--- src/rtl/sru_pkg.sv ---
package sru_pkg;

    localparam int BYTE_W = 8;
    localparam int WORD_W = 2 * BYTE_W;

    typedef enum logic [2:0] {
        OP_SHL  = 3'd0,
        OP_SHRA = 3'd1,
        OP_SHRL = 3'd2,
        OP_ROTL = 3'd3,
        OP_ROTR = 3'd4,
        OP_RSV5 = 3'd5,
        OP_RSV6 = 3'd6,
        OP_RSV7 = 3'd7
    } shift_op_e;

    typedef enum logic [1:0] {
        FILL_ZERO  = 2'd0,
        FILL_CARRY = 2'd1,
        FILL_SIGN  = 2'd2
    } fill_e;

    typedef struct packed {
        logic n;
        logic z;
        logic v;
        logic c;
    } ccr_t;

    typedef struct packed {
        logic  legal;
        logic  dir_right;
        fill_e fill;
    } shift_ctl_t;

    // Only left shift and logical right shift have a double-width form.
    function automatic logic wide_allowed(shift_op_e op);
        return (op == OP_SHL) || (op == OP_SHRL);
    endfunction

    function automatic shift_ctl_t decode_op(shift_op_e op, logic wide);
        shift_ctl_t ctl;
        ctl.legal     = 1'b1;
        ctl.dir_right = 1'b0;
        ctl.fill      = FILL_ZERO;
        case (op)
            OP_SHL:  ctl.fill = FILL_ZERO;
            OP_SHRA: begin
                ctl.dir_right = 1'b1;
                ctl.fill      = FILL_SIGN;
            end
            OP_SHRL: ctl.dir_right = 1'b1;
            OP_ROTL: ctl.fill = FILL_CARRY;
            OP_ROTR: begin
                ctl.dir_right = 1'b1;
                ctl.fill      = FILL_CARRY;
            end
            default: ctl.legal = 1'b0;
        endcase
        if (wide && !wide_allowed(op)) begin
            ctl.legal = 1'b0;
        end
        return ctl;
    endfunction

endpackage

--- src/rtl/sru_op_decode.sv ---
module sru_op_decode
    import sru_pkg::*;
(
    input  logic       [2:0] op_i,
    input  logic             wide_i,
    output shift_ctl_t       ctl_o
);

    always_comb begin
        ctl_o = decode_op(shift_op_e'(op_i), wide_i);
    end

endmodule

--- src/rtl/sru_lane.sv ---
module sru_lane
    import sru_pkg::*;
#(
    parameter int W = 8
) (
    input  logic       [W-1:0] a_i,
    input  shift_ctl_t         ctl_i,
    input  logic               cin_i,
    output logic       [W-1:0] res_o,
    output logic               cout_o
);

    logic fill_bit;

    always_comb begin
        case (ctl_i.fill)
            FILL_CARRY: fill_bit = cin_i;
            FILL_SIGN:  fill_bit = a_i[W-1];
            default:    fill_bit = 1'b0;
        endcase
    end

    always_comb begin
        if (ctl_i.dir_right) begin
            res_o  = {fill_bit, a_i[W-1:1]};
            cout_o = a_i[0];
        end else begin
            res_o  = {a_i[W-2:0], fill_bit};
            cout_o = a_i[W-1];
        end
    end

endmodule

--- src/rtl/sru_flag_gen.sv ---
module sru_flag_gen
    import sru_pkg::*;
#(
    parameter int W = 8
) (
    input  logic [2*W-1:0] res_i,
    input  logic           wide_i,
    input  logic           cout_i,
    output ccr_t           flags_o
);

    logic msb;
    logic is_zero;

    always_comb begin
        if (wide_i) begin
            msb     = res_i[2*W-1];
            is_zero = (res_i == '0);
        end else begin
            msb     = res_i[W-1];
            is_zero = (res_i[W-1:0] == '0);
        end
        flags_o.n = msb;
        flags_o.z = is_zero;
        flags_o.c = cout_i;
        flags_o.v = msb ^ cout_i;
    end

endmodule

--- src/rtl/sru_shift_rotate.sv ---
module sru_shift_rotate
    import sru_pkg::*;
#(
    parameter int DATA_W  = BYTE_W,
    parameter bit REG_OUT = 1'b1
) (
    input  logic                clk,
    input  logic                rst,
    input  logic [2:0]          op_i,
    input  logic                wide_i,
    input  logic [2*DATA_W-1:0] operand_i,
    input  logic [3:0]          flags_i,
    output logic [2*DATA_W-1:0] result_o,
    output logic [3:0]          flags_o,
    output logic                illegal_o
);

    localparam int DBL_W = 2 * DATA_W;

    shift_ctl_t         ctl;
    ccr_t               flags_in;
    logic [DATA_W-1:0]  narrow_res;
    logic               narrow_c;
    logic [DBL_W-1:0]   wide_res;
    logic               wide_c;
    logic [DBL_W-1:0]   sel_res;
    logic               sel_c;
    ccr_t               gen_flags;
    logic [DBL_W-1:0]   next_res;
    ccr_t               next_flags;
    logic               next_illegal;

    assign flags_in = ccr_t'(flags_i);

    sru_op_decode u_decode (
        .op_i   (op_i),
        .wide_i (wide_i),
        .ctl_o  (ctl)
    );

    sru_lane #(.W(DATA_W)) u_lane_byte (
        .a_i    (operand_i[DATA_W-1:0]),
        .ctl_i  (ctl),
        .cin_i  (flags_in.c),
        .res_o  (narrow_res),
        .cout_o (narrow_c)
    );

    sru_lane #(.W(DBL_W)) u_lane_word (
        .a_i    (operand_i),
        .ctl_i  (ctl),
        .cin_i  (flags_in.c),
        .res_o  (wide_res),
        .cout_o (wide_c)
    );

    always_comb begin
        if (wide_i) begin
            sel_res = wide_res;
            sel_c   = wide_c;
        end else begin
            sel_res = {{DATA_W{1'b0}}, narrow_res};
            sel_c   = narrow_c;
        end
    end

    sru_flag_gen #(.W(DATA_W)) u_flags (
        .res_i   (sel_res),
        .wide_i  (wide_i),
        .cout_i  (sel_c),
        .flags_o (gen_flags)
    );

    always_comb begin
        if (ctl.legal) begin
            next_res     = sel_res;
            next_flags   = gen_flags;
            next_illegal = 1'b0;
        end else begin
            next_res     = operand_i;
            next_flags   = flags_in;
            next_illegal = 1'b1;
        end
    end

    generate
        if (REG_OUT) begin : g_reg
            logic armed_q;

            always_ff @(posedge clk) begin
                if (rst) begin
                    result_o  <= '0;
                    flags_o   <= '0;
                    illegal_o <= 1'b0;
                    armed_q   <= 1'b0;
                end else begin
                    result_o  <= next_res;
                    flags_o   <= next_flags;
                    illegal_o <= next_illegal;
                    armed_q   <= 1'b1;
                end
            end

            assert_illegal_pass_R9: assert property (@(posedge clk) disable iff (rst)
                (armed_q && illegal_o) |->
                    (result_o == $past(operand_i) && flags_o == $past(flags_i)));

            assert_nz_track_R6: assert property (@(posedge clk) disable iff (rst)
                (armed_q && !illegal_o) |->
                    (flags_o[3] == ($past(wide_i) ? result_o[DBL_W-1] : result_o[DATA_W-1]) &&
                     flags_o[2] == ($past(wide_i) ? (result_o == '0)
                                                  : (result_o[DATA_W-1:0] == '0))));

            assert_v_parity_R7: assert property (@(posedge clk) disable iff (rst)
                (armed_q && !illegal_o) |-> (flags_o[1] == (flags_o[3] ^ flags_o[0])));

            assert_hi_clear_R8: assert property (@(posedge clk) disable iff (rst)
                (armed_q && !illegal_o && !$past(wide_i)) |->
                    (result_o[DBL_W-1:DATA_W] == '0));

            assert_sign_keep_R3: assert property (@(posedge clk) disable iff (rst)
                (armed_q && !illegal_o && $past(op_i) == 3'(OP_SHRA)) |->
                    (result_o[DATA_W-1] == $past(operand_i[DATA_W-1]) &&
                     flags_o[0] == $past(operand_i[0])));

            assert_rotl_ring_R4: assert property (@(posedge clk) disable iff (rst)
                (armed_q && !illegal_o && $past(op_i) == 3'(OP_ROTL)) |->
                    (result_o[0] == $past(flags_i[0]) &&
                     flags_o[0] == $past(operand_i[DATA_W-1])));
        end else begin : g_comb
            always_comb begin
                result_o  = next_res;
                flags_o   = next_flags;
                illegal_o = next_illegal;
            end
        end
    endgenerate

endmodule

--- config.mk ---
export PLATFORM = sky130hd
export DESIGN_NAME = sru_shift_rotate
export DESIGN_NICKNAME = d
export VERILOG_FILES = /design/src/rtl/sru_pkg.sv /design/src/rtl/sru_op_decode.sv /design/src/rtl/sru_lane.sv /design/src/rtl/sru_flag_gen.sv /design/src/rtl/sru_shift_rotate.sv
export SDC_FILE = /design/constraint.sdc
export NUM_CORES = 1
export LEC_CHECK = 0
export CORE_ASPECT_RATIO = 0.6
export CORE_MARGIN = 2
export CORE_UTILIZATION = 63
export DETAILED_ROUTE_END_ITERATION = 6
export DONT_BUFFER_PORTS = 1
export PLACE_DENSITY = 0.84
export REMOVE_ABC_BUFFERS = 1
export SETUP_SLACK_MARGIN = 0.3
export SLEW_MARGIN = 20
export SYNTH_ARGS = -nofsm -noshare
export SYNTH_HDL_FRONTEND = slang
export SYNTH_HIERARCHICAL = 1
export SYNTH_SLANG_ARGS = --single-unit
--- constraint.sdc ---
create_clock -name clk -period 4.1 [get_ports clk]
set_input_delay 1.23 -clock clk [delete_from_list [all_inputs] [get_ports clk]]
set_output_delay 1.23 -clock clk [all_outputs]
set_load 0.005 [all_outputs]
==> results.json <==
{
  "core_area_mm2": 0.002452,
  "slew-limit-headroom_pct": 58.66,
  "drc": 0,
  "rsz0062_at_grt": "no",
  "fillers": 210,
  "drt-met1-wl_mm": 1.355,
  "num_antenna_cells": 0,
  "critPathKind": "in2reg",
  "final_max_slew_viol_count": 0,
  "tns_ps": 0,
  "peakVddDrop_v": 0.0002048,
  "synth_area_per_cell_um2": 9.871,
  "worst_setup_path_end_kind": "flip-flop",
  "p_leak_nw": 0.6427,
  "grt_pass1_vias": 1109,
  "hold_violations": 0,
  "dp_hpwl_mm": 2.319,
  "antenna_left": 0,
  "switching_power_mw": 0.1294,
  "path_max_fanout": 18,
  "synth_edf_count": 0,
  "status": "finished, final reports clean",
  "setup_viol": 0,
  "worstSetupStartpointType": "input pin",
  "cp_data_required_time_ps": 4250,
  "routed_wl_mm": 3.224,
  "drive_gt1_share_pct": 31.82,
  "antenna_found_initial": 0,
  "grt-ovfl-total": 0,
  "max-cap-violations": 0,
  "finalNetCount": 185,
  "fin_total_pwr_mw": 0.4982,
  "switching_share_pct": 25.98,
  "num_rows": 14,
  "post_synth_num_cell_types": 30,
  "fin_crit_sh_pct": 82.43,
  "synth_area_mm2": 0.001599,
  "synth_cells": 162,
  "period_minus_slack_ps": 3380,
  "worst_pin_slew_ps": 620.0,
  "grt_pass1_wl_mm": 5.402,
  "critPathArrivalTime_ps": 3530,
  "gp_congestion": 0.8109,
  "clkSinkCount": 21,
  "postCtsSetupBuffers": 0,
  "grtUsageTotal_pct": 23.24,
  "top_layer": "met4",
  "cts_tree": "yes",
  "cts_buffer_depth": 2,
  "yosysWarnings": 6,
  "combPwrFrac_pct": 27.6,
  "die_y_um": 43.03,
  "areaGrowthSynthToFinish_pct": -0.7044,
  "die_area_mm2": 0.002970,
  "synth-seq-area-share_pct": 26.29,
  "hp-class": "in2reg",
  "power_density_mw_per_mm2": 313.8,
  "dr_wl_met2_mm": 1.533,
  "cts_hold_buffers": 0,
  "grt_start_max_net_pins": 31,
  "io_buffers": 0,
  "cts_resized": 0,
  "ys_seq_elements": 21,
  "path_clk_slew_ps": 80,
  "routed-wl-met3_um": 258,
  "vias_per_cell": 6.075,
  "pwr-share-clk_pct": 26.3,
  "drt-initial-drc-count": 51,
  "start_util_pct": 65.20,
  "root_buffer": "clkbuf_8",
  "fmax_ghz": 0.2959,
  "synth-async-reset-ratio_pct": 0,
  "die_w_um": 69.04,
  "num_io_pins": 47,
  "ys.flop_type": "dfxtp_1",
  "cts_made_buffers": 3,
  "htree_num_levels": 1,
  "internal_power_mw": 0.3688,
  "vias": 1130,
  "pwr-share-seq_pct": 46.1,
  "dr.pass1.iters": 4,
  "wire_per_inst_um": 17.33
}
cells by family after synthesis:
family	synth area share (%)
and+or+nand+nor	14.95
AOI/OAI and AO/OA	16.43
muxes	29.03
buffers and inverters	9.077
DFF	26.29
adders and majority gates	3.130
xor gates and xnor gates	1.096
cells in the mapped netlist (3+ instances only):
cell type  count  area, um2
o21a_1        10      75.07
nand2b_1      11      68.82
buf_4          3      22.52
dfxtp_1       21      420.4
buf_2          4      20.02
mux2i_1        4      40.04
o22ai_1        3      18.77
inv_1          7      26.28
o21ba_2        8      80.08
nor2_1         5      18.77
ha_1           4      50.05
and2_1         8      50.05
buf_6          3      33.78
nor4_1         3      18.77
nand2_1        4      15.01
a21oi_1        8      40.04
mux2_4        17      255.2
nand3_1        8      40.04
mux2_2        15      168.9
final cells by class:
type / count / area, um2 / share of cell area (%)
sequential: 21 / 420.4 / 26.48
timing repair buffer: 2 / 15.01 / 0.9456
inverter: 7 / 26.28 / 1.655
clock inverter: 1 / 5.005 / 0.3152
clock buffer: 3 / 41.29 / 2.600
multi-input combinational: 120 / 1040 / 65.48
tap: 32 / 40.04 / 2.522
layout by cell type, fill, tap and decap left out, types with 3 or more instances in the layout:
cell type / netlist / routed
mux2i_1: 4 / 4
nand3_1: 8 / 8
ha_1: 4 / 4
nand2b_1: 11 / 11
o21a_1: 10 / 10
nor2_1: 5 / 5
a21oi_1: 8 / 8
nand2_1: 4 / 4
mux2_2: 15 / 15
o21ba_2: 8 / 8
mux2_4: 17 / 17
nor4_1: 3 / 3
clkbuf_8: 0 / 3
inv_1: 7 / 7
and2_1: 8 / 8
dfxtp_1: 21 / 21
metrics by stage:
stage / hold slack (ps) / instance area, um2 / setup WS, ps / utilization, % / instances
2_1_floorplan: 1297 / 1480 / 471.6 / - / 148
3_3_place_gp: 1300 / 1541 / 547.6 / 62.86 / 182
3_5_place_dp: 1302 / 1541 / 465.0 / 62.86 / 182
4_1_cts: 1020 / 1588 / 723.6 / 64.74 / 186
5_1_grt: 1014 / 1588 / 556.6 / 64.74 / 186
6_report: 1031 / 1588 / 720.5 / 64.74 / 186
metal layers:
layer	global-route usage (%)	up-vias
met5	0	-
met4	8.627	0
met3	7.363	8
met2	38.46	41
met1	28.72	532
li1	-	549
state kept, by name, summed over array words and instances (netlist names):
name	cells
flags_o	4
illegal_o	1
result_o	16
critical path, stage by stage:
cell,delay (ps)
o21ai_0,150
o21a_1,550
buf_4,380
mux2_4,330
mux2_4,280
mux2_4,290
xor2_1,140
mux2i_1,130
nor2_1,50
path summary, 6_finish.rpt:
| check | slack [ps] | endpoint | start | depth (start not counted) |
|---|---|---|---|---|
| max | 720 | flags_o[1] | op_i[0] | 9 |
| min | 1030 | illegal_o | rst | 1 |
power by group through the flow:
| stage | clock (mW) | combinational (mW) | sequential (mW) |
|---|---|---|---|
| 2_1_floorplan | 0 | 0.117 | 0.233 |
| 3_3_place_gp | 0 | 0.130 | 0.234 |
| 3_5_place_dp | 0 | 0.136 | 0.234 |
| 4_1_cts | 0.136 | 0.137 | 0.230 |
| 5_1_grt | 0.143 | 0.150 | 0.231 |
| 6_report | 0.131 | 0.138 | 0.230 |
(Power assumes the default switching activity.)
